`config.mk`:
```
export PLATFORM = sky130hd
export DESIGN_NAME = cmd_block_decoder
export DESIGN_NICKNAME = d
export VERILOG_FILES = /design/src/rtl/cmddec_pkg.sv /design/src/rtl/cmddec_index_map.sv /design/src/rtl/cmddec_irq.sv /design/src/rtl/cmddec_seq.sv /design/src/rtl/cmd_block_decoder.sv
export SDC_FILE = /design/constraint.sdc
export NUM_CORES = 1
export LEC_CHECK = 0
export ABC_AREA = 1
export BUFFER_PORTS_ARGS = -buffer_cell sky130_fd_sc_hd__buf_2
export CORE_UTILIZATION = 40
export DETAILED_ROUTE_END_ITERATION = 10
export SLEW_MARGIN = 5
export SYNTH_ARGS = -nofsm -noshare
export SYNTH_HDL_FRONTEND = slang
export SYNTH_SLANG_ARGS = --single-unit
```
`constraint.sdc`:
```
create_clock -name clk -period 2.26 [get_ports clk]
set_input_delay 0.452 -clock clk [delete_from_list [all_inputs] [get_ports clk]]
set_output_delay 0.452 -clock clk [all_outputs]
set_load 0.02 [all_outputs]
```
`src/rtl/cmddec_pkg.sv`:
```
package cmddec_pkg;

    typedef enum logic [2:0] {
        ST_IDLE,
        ST_HEAD,
        ST_VALUE,
        ST_ISSUE,
        ST_DISCARD
    } seq_state_e;

    localparam logic [7:0] OFS_START  = 8'h00;
    localparam logic [7:0] OFS_END    = 8'h04;
    localparam logic [7:0] OFS_ENABLE = 8'h08;
    localparam logic [7:0] OFS_CLEAR  = 8'h0C;
    localparam logic [7:0] OFS_STATUS = 8'h10;
    localparam logic [7:0] OFS_MODE   = 8'h14;

    localparam int unsigned SLOTS_PER_BLOCK = 4;
    localparam int unsigned WORDS_PER_BLOCK = SLOTS_PER_BLOCK + 1;

endpackage

```
`src/rtl/cmddec_index_map.sv`:
```
module cmddec_index_map #(
    parameter int unsigned IDX_W     = 8,
    parameter int unsigned RA_W      = 16,
    parameter logic [15:0] WIN0_BASE = 16'h1C00,
    parameter logic [15:0] WIN1_BASE = 16'h2C00,
    parameter logic [15:0] PAD_ADDR  = 16'h1C54,
    parameter logic [15:0] TRAP_ADDR = 16'h2C48
) (
    input  logic [IDX_W-1:0] idx,
    output logic [RA_W-1:0]  addr,
    output logic             is_pad,
    output logic             is_trap
);
    localparam int unsigned OFS_BITS = IDX_W - 1;

    logic [RA_W-1:0] base;
    logic [RA_W-1:0] offset;

    // The top index bit picks the window; the rest is a word offset.
    always_comb begin
        base   = idx[IDX_W-1] ? RA_W'(WIN1_BASE) : RA_W'(WIN0_BASE);
        offset = RA_W'({idx[OFS_BITS-1:0], 2'b00});
        addr   = base + offset;
    end

    assign is_pad  = (addr == RA_W'(PAD_ADDR));
    assign is_trap = (addr == RA_W'(TRAP_ADDR));

endmodule

```
`src/rtl/cmddec_irq.sv`:
```
module cmddec_irq #(
    parameter int unsigned NSRC = 4
) (
    input  logic            clk,
    input  logic            rst_n,
    input  logic [NSRC-1:0] set_src,
    input  logic            clr_we,
    input  logic [NSRC-1:0] clr_mask,
    input  logic            en_we,
    input  logic [NSRC-1:0] en_val,
    output logic [NSRC-1:0] status,
    output logic [NSRC-1:0] enable,
    output logic            irq
);
    logic [NSRC-1:0] status_q;
    logic [NSRC-1:0] enable_q;

    // One status flop per source: a new event beats a clear in the same cycle.
    for (genvar i = 0; i < NSRC; i++) begin : g_src
        always_ff @(posedge clk) begin
            if (!rst_n) begin
                status_q[i] <= 1'b0;
            end else if (set_src[i]) begin
                status_q[i] <= 1'b1;
            end else if (clr_we && clr_mask[i]) begin
                status_q[i] <= 1'b0;
            end
        end
    end

    always_ff @(posedge clk) begin
        if (!rst_n) begin
            enable_q <= '0;
        end else if (en_we) begin
            enable_q <= en_val;
        end
    end

    assign status = status_q;
    assign enable = enable_q;
    assign irq    = |(status_q & enable_q);

endmodule

```
`src/rtl/cmddec_seq.sv`:
```
module cmddec_seq
    import cmddec_pkg::*;
#(
    parameter int unsigned WORD_W = 32,
    parameter int unsigned RA_W   = 16,
    parameter int unsigned CNT_W  = 30
) (
    input  logic              clk,
    input  logic              rst_n,
    input  logic              start,
    input  logic [CNT_W-1:0]  start_words,
    input  logic              abort,
    input  logic              wd_valid,
    input  logic [WORD_W-1:0] wd_data,
    output logic              wd_ready,
    output logic              wr_valid,
    output logic [RA_W-1:0]   wr_addr,
    output logic [WORD_W-1:0] wr_data,
    input  logic              wr_ready,
    output logic              trap_hit,
    output logic              cmd_err
);
    localparam int unsigned IDX_W  = WORD_W / SLOTS_PER_BLOCK;
    localparam int unsigned SLOT_W = $clog2(SLOTS_PER_BLOCK);
    localparam logic [SLOT_W-1:0] LAST_SLOT = SLOT_W'(SLOTS_PER_BLOCK - 1);
    localparam logic [CNT_W-1:0]  BLOCK_WORDS = CNT_W'(WORDS_PER_BLOCK);

    seq_state_e        state_q, state_d;
    logic [SLOT_W-1:0] slot_q;
    logic [WORD_W-1:0] hdr_q;
    logic [CNT_W-1:0]  left_q;
    logic [RA_W-1:0]   addr_q;
    logic [WORD_W-1:0] data_q;
    logic              err_q;

    logic [IDX_W-1:0]  cur_idx;
    logic [RA_W-1:0]   cur_addr;
    logic              cur_pad;
    logic              cur_trap;
    logic              take;
    logic              short_list;
    logic              last_slot;

    always_comb begin
        cur_idx = '0;
        for (int s = 0; s < SLOTS_PER_BLOCK; s++) begin
            if (slot_q == SLOT_W'(s)) begin
                cur_idx = hdr_q[s*IDX_W +: IDX_W];
            end
        end
    end

    cmddec_index_map #(
        .IDX_W (IDX_W),
        .RA_W  (RA_W)
    ) u_map (
        .idx     (cur_idx),
        .addr    (cur_addr),
        .is_pad  (cur_pad),
        .is_trap (cur_trap)
    );

    assign short_list = (left_q < BLOCK_WORDS);
    assign last_slot  = (slot_q == LAST_SLOT);
    assign take       = wd_valid && wd_ready;

    // State register.
    always_ff @(posedge clk) begin
        if (!rst_n) begin
            state_q <= ST_IDLE;
        end else begin
            state_q <= state_d;
        end
    end

    // Next-state logic.
    always_comb begin
        state_d = state_q;
        unique case (state_q)
            ST_IDLE: begin
                if (start && (start_words != '0)) begin
                    state_d = ST_HEAD;
                end
            end
            ST_HEAD: begin
                if (short_list) begin
                    state_d = ST_DISCARD;
                end else if (wd_valid) begin
                    state_d = ST_VALUE;
                end
            end
            ST_VALUE: begin
                if (wd_valid) begin
                    if (!(cur_pad || cur_trap)) begin
                        state_d = ST_ISSUE;
                    end else if (!last_slot) begin
                        state_d = ST_VALUE;
                    end else if (left_q == CNT_W'(1)) begin
                        state_d = ST_IDLE;
                    end else begin
                        state_d = ST_HEAD;
                    end
                end
            end
            ST_ISSUE: begin
                if (wr_ready) begin
                    if (!last_slot) begin
                        state_d = ST_VALUE;
                    end else if (left_q == '0) begin
                        state_d = ST_IDLE;
                    end else begin
                        state_d = ST_HEAD;
                    end
                end
            end
            ST_DISCARD: begin
                if (wd_valid && (left_q == CNT_W'(1))) begin
                    state_d = ST_IDLE;
                end
            end
            default: state_d = ST_IDLE;
        endcase
        if (abort) begin
            state_d = ST_IDLE;
        end
    end

    // Datapath registers.
    always_ff @(posedge clk) begin
        if (!rst_n) begin
            slot_q <= '0;
            hdr_q  <= '0;
            left_q <= '0;
            addr_q <= '0;
            data_q <= '0;
            err_q  <= 1'b0;
        end else if (!abort) begin
            unique case (state_q)
                ST_IDLE: begin
                    if (start) begin
                        left_q <= start_words;
                        slot_q <= '0;
                        err_q  <= 1'b0;
                    end
                end
                ST_HEAD: begin
                    if (short_list) begin
                        err_q <= 1'b1;
                    end else if (take) begin
                        hdr_q  <= wd_data;
                        left_q <= left_q - CNT_W'(1);
                        slot_q <= '0;
                    end
                end
                ST_VALUE: begin
                    if (take) begin
                        left_q <= left_q - CNT_W'(1);
                        if (cur_pad || cur_trap) begin
                            slot_q <= slot_q + SLOT_W'(1);
                        end else begin
                            addr_q <= cur_addr;
                            data_q <= wd_data;
                        end
                    end
                end
                ST_ISSUE: begin
                    if (wr_ready) begin
                        slot_q <= slot_q + SLOT_W'(1);
                    end
                end
                ST_DISCARD: begin
                    if (take) begin
                        left_q <= left_q - CNT_W'(1);
                    end
                end
                default: ;
            endcase
        end
    end

    // Outputs.
    always_comb begin
        wd_ready = 1'b0;
        wr_valid = 1'b0;
        unique case (state_q)
            ST_IDLE:    ;
            ST_HEAD:    wd_ready = !short_list;
            ST_VALUE:   wd_ready = 1'b1;
            ST_ISSUE:   wr_valid = 1'b1;
            ST_DISCARD: wd_ready = 1'b1;
            default:    ;
        endcase
        if (abort) begin
            wd_ready = 1'b0;
        end
    end

    assign trap_hit = (state_q == ST_VALUE) && take && cur_trap;
    assign wr_addr  = addr_q;
    assign wr_data  = data_q;
    assign cmd_err  = err_q;

endmodule

```
`src/rtl/cmd_block_decoder.sv`:
```
module cmd_block_decoder
    import cmddec_pkg::*;
#(
    parameter int unsigned WORD_W = 32,
    parameter int unsigned RA_W   = 16,
    parameter int unsigned NSRC   = 4
) (
    input  logic              clk,
    input  logic              rst_n,
    input  logic              cfg_we,
    input  logic [7:0]        cfg_addr,
    input  logic [WORD_W-1:0] cfg_wdata,
    output logic [WORD_W-1:0] cfg_rdata,
    input  logic              wd_valid,
    input  logic [WORD_W-1:0] wd_data,
    output logic              wd_ready,
    output logic              wr_valid,
    output logic [RA_W-1:0]   wr_addr,
    output logic [WORD_W-1:0] wr_data,
    input  logic              wr_ready,
    output logic              irq,
    output logic              cmd_err
);
    localparam int unsigned CNT_W = WORD_W - 2;

    logic [WORD_W-1:0] start_q;
    logic [WORD_W-1:0] span;
    logic              unused_span_lsb;
    logic              end_we;
    logic              mode_we;
    logic              trap_w;
    logic [NSRC-1:0]   status_w;
    logic [NSRC-1:0]   enable_w;

    always_ff @(posedge clk) begin
        if (!rst_n) begin
            start_q <= '0;
        end else if (cfg_we && (cfg_addr == OFS_START)) begin
            start_q <= cfg_wdata;
        end
    end

    assign span            = cfg_wdata - start_q;
    assign unused_span_lsb = ^span[1:0];
    assign end_we          = cfg_we && (cfg_addr == OFS_END);
    assign mode_we         = cfg_we && (cfg_addr == OFS_MODE);

    cmddec_seq #(
        .WORD_W (WORD_W),
        .RA_W   (RA_W),
        .CNT_W  (CNT_W)
    ) u_seq (
        .clk         (clk),
        .rst_n       (rst_n),
        .start       (end_we),
        .start_words (span[WORD_W-1:2]),
        .abort       (mode_we),
        .wd_valid    (wd_valid),
        .wd_data     (wd_data),
        .wd_ready    (wd_ready),
        .wr_valid    (wr_valid),
        .wr_addr     (wr_addr),
        .wr_data     (wr_data),
        .wr_ready    (wr_ready),
        .trap_hit    (trap_w),
        .cmd_err     (cmd_err)
    );

    cmddec_irq #(
        .NSRC (NSRC)
    ) u_irq (
        .clk      (clk),
        .rst_n    (rst_n),
        .set_src  ({{(NSRC-1){1'b0}}, trap_w}),
        .clr_we   (cfg_we && (cfg_addr == OFS_CLEAR)),
        .clr_mask (cfg_wdata[NSRC-1:0]),
        .en_we    (cfg_we && (cfg_addr == OFS_ENABLE)),
        .en_val   (cfg_wdata[NSRC-1:0]),
        .status   (status_w),
        .enable   (enable_w),
        .irq      (irq)
    );

    always_comb begin
        cfg_rdata = '0;
        if (cfg_addr == OFS_STATUS) begin
            cfg_rdata = WORD_W'(status_w);
        end else if (cfg_addr == OFS_ENABLE) begin
            cfg_rdata = WORD_W'(enable_w);
        end
    end

endmodule

```
Word-level counts from Yosys, hierarchy flattened --
Cells that the tools add are included. W data, S select, Z words.
Storage, ports and cells: output and inout bits 84, register bits 153
Operators by class: equality and inequality tests 26, mux-type cells 38, magnitude comparators 1, add/sub/neg operators 4, bitwise operators 5, reductions and logical operators 31
Operators with widths (count):
- $mux W30 | 3
- $pmux W30 S3 | 1
- $mux W8 | 4
- $sub A32 B32 Y32 | 1
- $eq A30 B1 Y1 const B | 1
- $logic_not A30 Y1 | 1
- $lt A30 B3 Y1 const B | 1
- $reduce_bool A30 Y1 | 1
- $sub A30 B1 Y30 const B | 1
- $mux W3 | 9
- $add A16 B9 Y16 | 1
- $eq A16 B13 Y1 const B | 1
- $eq A16 B14 Y1 const B | 1
- $eq A8 B4 Y1 const B | 2
- $eq A8 B5 Y1 const B | 2
- $reduce_and A4 Y1 | 4
- $pmux W3 S5 | 1
- $mux W14 | 1
- $ne A2 B1 Y1 const B | 7
- $mux W2 | 6
- $logic_and A1 B1 Y1 | 11
- $eq A8 B3 Y1 const B | 1
- $logic_not A8 Y1 | 1
- $mux W1 | 8
- other kinds (24) | 35

Depth between registers and ports, before layout --
word-level depth 12, depth in mapped cells 21, gate-level depth less buffers 21

Cells and area by module --
From an unflattened synthesis, not the netlist that was laid out.
Second synthesis, totals: cell total of the unflattened synthesis 1718, area total of the unflattened synthesis 10591.4 um^2
By module, submodules not included:
- cmddec_seq | cells an instance 927, instances 1, area an instance 6213.5 um^2
- cmd_block_decoder | cells an instance 714, instances 1, area an instance 3872.5 um^2
- cmddec_irq | cells an instance 43, instances 1, area an instance 304.0 um^2
- cmddec_index_map | cells an instance 34, instances 1, area an instance 201.4 um^2

Worst setup path after synthesis --
No wires, ideal clock.
kind input to register, start point in cfg_wdata[13], end point reg u_seq.state_q[0], library setup time 113 ps, arrival time 2048 ps, path buffers 0, stages 17, setup slack 98 ps, data required time 2147 ps, cells stage by stage ha_1 > nand2_1 > inv_1 > nand2_1 > nand2_1 > a21oi_1 > inv_1 > a21oi_1 > nand3_1 > nand2_1 > nand2_1 > nor2_1 > nand3_1 > nand2_2 > nand2_1 > nand2_1 > nor2_1
On the way: longest elaborated chain between the ends 5
Ends and longest elaborated chain:
- start, declared | RTL line cmd_block_decoder.sv:12 | input logic [WORD_W-1:0] cfg_wdata,
- $sub A32 B32 Y32 | RTL line cmd_block_decoder.sv:43 | assign span = cfg_wdata - start_q;
- $reduce_bool A30 Y1 | RTL line cmddec_seq.sv:81 | if (start && (start_words != '0)) begin
- $logic_and A1 B1 Y1 | RTL line cmddec_seq.sv:81
- $ne A2 B1 Y1 (no source line)
- $reduce_and A5 Y1 (no source line)
- end signal, assigned | RTL line cmddec_seq.sv:72 | state_q <= state_d;
- end, declared | RTL line cmddec_seq.sv:28 | seq_state_e state_q, state_d;
No other way between the ends. A chain may end at the register's enable or synchronous reset.

Final worst setup path --
start point reg u_seq.slot_q[1], end point reg u_seq.addr_q[4], in the netlist u_seq.wr_addr[4]
On the way: longest elaborated chain between the ends 11
Ends and longest elaborated chain:
- start, declared | RTL line cmddec_seq.sv:29 | logic [SLOT_W-1:0] slot_q;
- start signal, assigned | RTL line cmddec_seq.sv:159 | slot_q <= slot_q + SLOT_W'(1);
- start signal, assigned | RTL line cmddec_seq.sv:168 | slot_q <= slot_q + SLOT_W'(1);
- $logic_not A2 Y1 | RTL line cmddec_seq.sv:47 | if (slot_q == SLOT_W'(s)) begin
- $mux W8 (3 in a row) | RTL line cmddec_seq.sv:47
- $mux W8 (*) | RTL line cmddec_seq.sv:47
- $mux W14 | RTL line cmddec_index_map.sv:21 | base = idx[IDX_W-1] ? RA_W'(WIN1_BASE) : RA_W'(WIN0_BASE);
- $add A16 B9 Y16 (*) | RTL line cmddec_index_map.sv:23 | addr = base + offset;
- $eq A16 B13 Y1 or $eq A16 B14 Y1 (tied branches) | RTL line cmddec_index_map.sv:26, cmddec_index_map.sv:27
- $logic_or A1 B1 Y1 | RTL line cmddec_seq.sv:158 | if (cur_pad || cur_trap) begin
- $not A1 Y1 (no source line)
- $reduce_and A4 Y1 (no source line)
- end signal, assigned | RTL line cmddec_seq.sv:161 | addr_q <= cur_addr;
- end, declared | RTL line cmddec_seq.sv:32 | logic [RA_W-1:0] addr_q;
Every way passes the cells marked *; elsewhere a longest branch is shown, timed or not.

==> metrics.md <==
| Metric | Value |
|---|---|
| Area of the multi-input gates | `0.00700 mm²` |
| Final GP Congestion | `0.935` |
| Core Footprint | `0.0243 mm²` |
| DR WL met2 | `15100 µm` |
| Antenna-violating nets left | `0` |
| Post-synth top flop | `dfxtp_1` |
| Reg2reg setup slack | `-0.1 ns` |
| Lkg Pwr | `6.75 nW` |
| Worst hold path type | `primary input to register` |
| Vias in the first global route | `10300` |
| Final worst path period share | `104%` |
| Max_cap viols | `0` |
| H-Tree Depth | `4` |
| Final Hold Violating Endpoints | `0` |
| Slowest cell on the critical path | `dfxtp_2` |
| Worst EP required | `2.60 ns` |
| Failing checks | `negative setup slack` |
| CTS tree | `yes` |
| Maximum vdd drop | `0.641 mV` |
| Commonest non-fill, non-tap cell in the layout | `nand2_1` |
| Drt wl/cell | `14.5 µm` |
| Seq/Total Area, Yosys | `29.7%` |
| Post-place setup slack | `-0.607 ns` |
| Final Net Count | `2011` |
| Antenna violations before repair | `2` |
| Initial Utilization | `40.7%` |
| CP endpoint kind | `register` |
| CP max FO | `7` |
| Count of different cell masters after synthesis | `50` |
| Worst-skew pair later-pin latency | `0.44 ns` |
| Wl on met1 | `15100 µm` |
| DR vias/cell | `4.96` |
| I/O pin cnt | `161` |
| Synth Register Bits | `147` |
| CP arrival | `2.69 ns` |
| First-pass GRT wire length | `51000 µm` |
| Fmax | `424 MHz` |
| CTS buffer count | `17` |
| Slew HR | `64.4%` |
| Cell Chain, Critical Path | `inv_2 -> ha_4 -> clkinvlp_4 -> o211ai_1 -> a22oi_1 -> inv_1 -> nand3_2 -> nor2_2 -> nand2_2 -> nand2_4 -> nor2_8 -> buf_12 -> buf_6 -> o211a_1` |
| Die Span Y | `159 µm` |
| Drc violations | `0` |
| GRT Util Overall | `24.8%` |
| Crit path time final | `2.36 ns` |
| Die X | `159 µm` |
| Fin. max-slew vios | `0` |
| Layout Area Growth over Synthesis | `46.0%` |
| Clock buffer depth | `2` |
| Mean post-synth cell area | `6.26 µm²` |
| Std-Cell Rows | `57` |
| IO buf count | `127` |
| Setup CP Type | `register to register` |
| Post-DP HPWL | `23000 µm` |
| Post-Syn Area | `0.00990 mm²` |
| PD cells | `867 mW/mm²` |
| Startpoint Class | `register` |
| Crit path max-delay family | `compound AO/OA/AOI/OAI gates` |
| EDFF count, synth | `0` |
| Max stage delay on crit path | `0.34 ns` |
| Most frequent cells in the layout | `nand2_1 (266), inv_1 (208), buf_4 (206)` |
| Clk_skew | `0.0146 ns` |
| Clk root buf | `clkbuf_16` |
| Crit path setup slack, layout | `-0.0976 ns` |
| Setup TNS | `-2.64 ns` |
| Met3 Wirelength | `1700 µm` |
| Largest net degree at the start of global routing | `43` |
| Synth async-reset ratio | `0%` |
| Fill count | `2220` |
| 1st-pass router iterations | `5` |
| Post-Synthesis Cells | `1581` |
| Iteration-0 DRC Markers | `773` |
| Clk slew on worst S/H paths | `0.07 ns` |
| Routed via count | `11100` |
| Final Routed Wirelength | `32500 µm` |
| Outcome | `finished, violations left` |
| WP buf/inv | `5` |
| Worst-Margin Slew | `0.534 ns` |
| Synth warnings | `0` |
| Top layer in use | `met4` |
| Register area | `0.00299 mm²` |
| Unrepaired setup endpoints after global routing | `true` |
| Gr ovfl total | `0` |
| Setup-failing EPs final | `46` |
| Share of cells above drive strength 1 | `39.4%` |
| Die area | `0.0254 mm²` |
| Num Clock Sinks | `147` |
-- cell type report --
| type | count | share of cell area (%) |
|---|---|---|
| sequential | 147 | 20.6 |
| inverter | 242 | 6.51 |
| tap | 324 | 2.80 |
| timing repair inverter | 2 | 0.130 |
| clock inverter | 13 | 0.822 |
| multi-input combinational | 1134 | 48.4 |
| timing repair buffer | 354 | 17.6 |
| antenna | 2 | 0.0346 |
| clock buffer | 19 | 3.06 |
-- worst register-to-register path, delay by kind of cell (launching register included) --
kind / cells / cell delay, ns
adders and majority gates: 1 / 0.19
and+or+nand+nor: 5 / 0.45
DFF: 1 / 0.34
buffers and inverters: 5 / 0.64
AOI/OAI and AO/OA: 3 / 0.65
-- registers in the layout, indices dropped and copies added, names as in the netlist --
register and count:
u_seq.slot_q 2, u_seq.left_q 30, u_irq.status 1, u_seq.wr_addr 10, u_seq.cmd_err 1, start_q 32
u_seq.wr_data 32, u_seq.hdr_q 32, u_seq.state_q 3, u_irq.enable 4
-- metrics by stage --
stage	hold slack [ns]	utilization, %	total power (W)	cells	area [µm²]
2_1_floorplan	0.425	-	0.00671	1613	10000
3_3_place_gp	0.441	48.6	0.00835	2139	11800
3_5_place_dp	0.454	48.6	0.00839	2139	11800
4_1_cts	0.247	55.5	0.0119	2203	13500
5_1_grt	0.265	59.5	0.0133	2237	14500
6_report	0.249	59.5	0.0125	2237	14500
-- power by group --
| group | switching, W | leakage (nW) | internal [W] | total [W] |
|---|---|---|---|---|
| logic | 0.00371 | 5.27 | 0.00270 | 0.00641 |
| clock network | 0.00135 | 0.268 | 0.00148 | 0.00282 |
| registers | 0.000332 | 1.21 | 0.00297 | 0.00331 |
-- layer usage --
| metal | track usage [%] | vias to the layer above |
|---|---|---|
| li1 | - | 5611 |
| met1 | 34.2 | 5151 |
| met2 | 39.7 | 294 |
| met3 | 3.91 | 36 |
| met4 | 7.26 | 0 |
| met5 | 0 | - |
-- final timing paths --
path,from,end,cells past startpoint
setup / recovery,u_seq.slot_q[1],u_seq.wr_addr[4],14
hold / removal,wd_data[3],u_seq.wr_data[3],3
setup reg to reg,u_seq.slot_q[1],u_seq.wr_addr[4],14
hold reg to reg,u_seq.left_q[17],u_seq.left_q[17],2
-- cells in the mapped netlist (3+ instances only) --
library cell  count  share of area, %
a211oi_1          6              0.45
a21oi_1         109               5.5
a21oi_2           4              0.35
a22oi_2           4              0.51
a31oi_1           6              0.38
buf_1             3              0.11
buf_2            17              0.86
buf_4            39               3.0
buf_6             8              0.91
clkbuf_1         23              0.87
dfxtp_1         147                30
ha_1             36               4.5
inv_1           235               8.9
inv_2             5              0.19
nand2_1         359                14
nand2_2           8              0.51
nand3_1          71               3.6
nand3b_1          5              0.38
nand4_1          13              0.82
nor2_1          219               8.3
nor2_2            6              0.38
nor3_1           76               3.8
nor3_2            6              0.61
nor4_1            3              0.19
o211ai_1         11              0.83
o21ai_0          71               3.6
o21ai_1          34               1.7
o21ai_2           5              0.44
xnor2_1           7              0.62
xor2_1           17               1.5
-- kinds of logic after synthesis --
kind of cell,Yosys count,share of synthesized area (%)
mux,1,0.101
other cells,1,0.0379
fa+ha+maj,36,4.55
flops,147,29.7
buf+inv,332,14.9
compound gates,263,14.9
xor+xnor,24,2.12
simple gates,777,33.6
-- what timing repair did --
item	CTS	global route
hold buffers	0	0
setup endpoints to repair	49	66
cloned	2	3
pin swaps	46	126
resized for setup	200	221
buffers inserted	30	30
(Power assumes the default switching activity.)
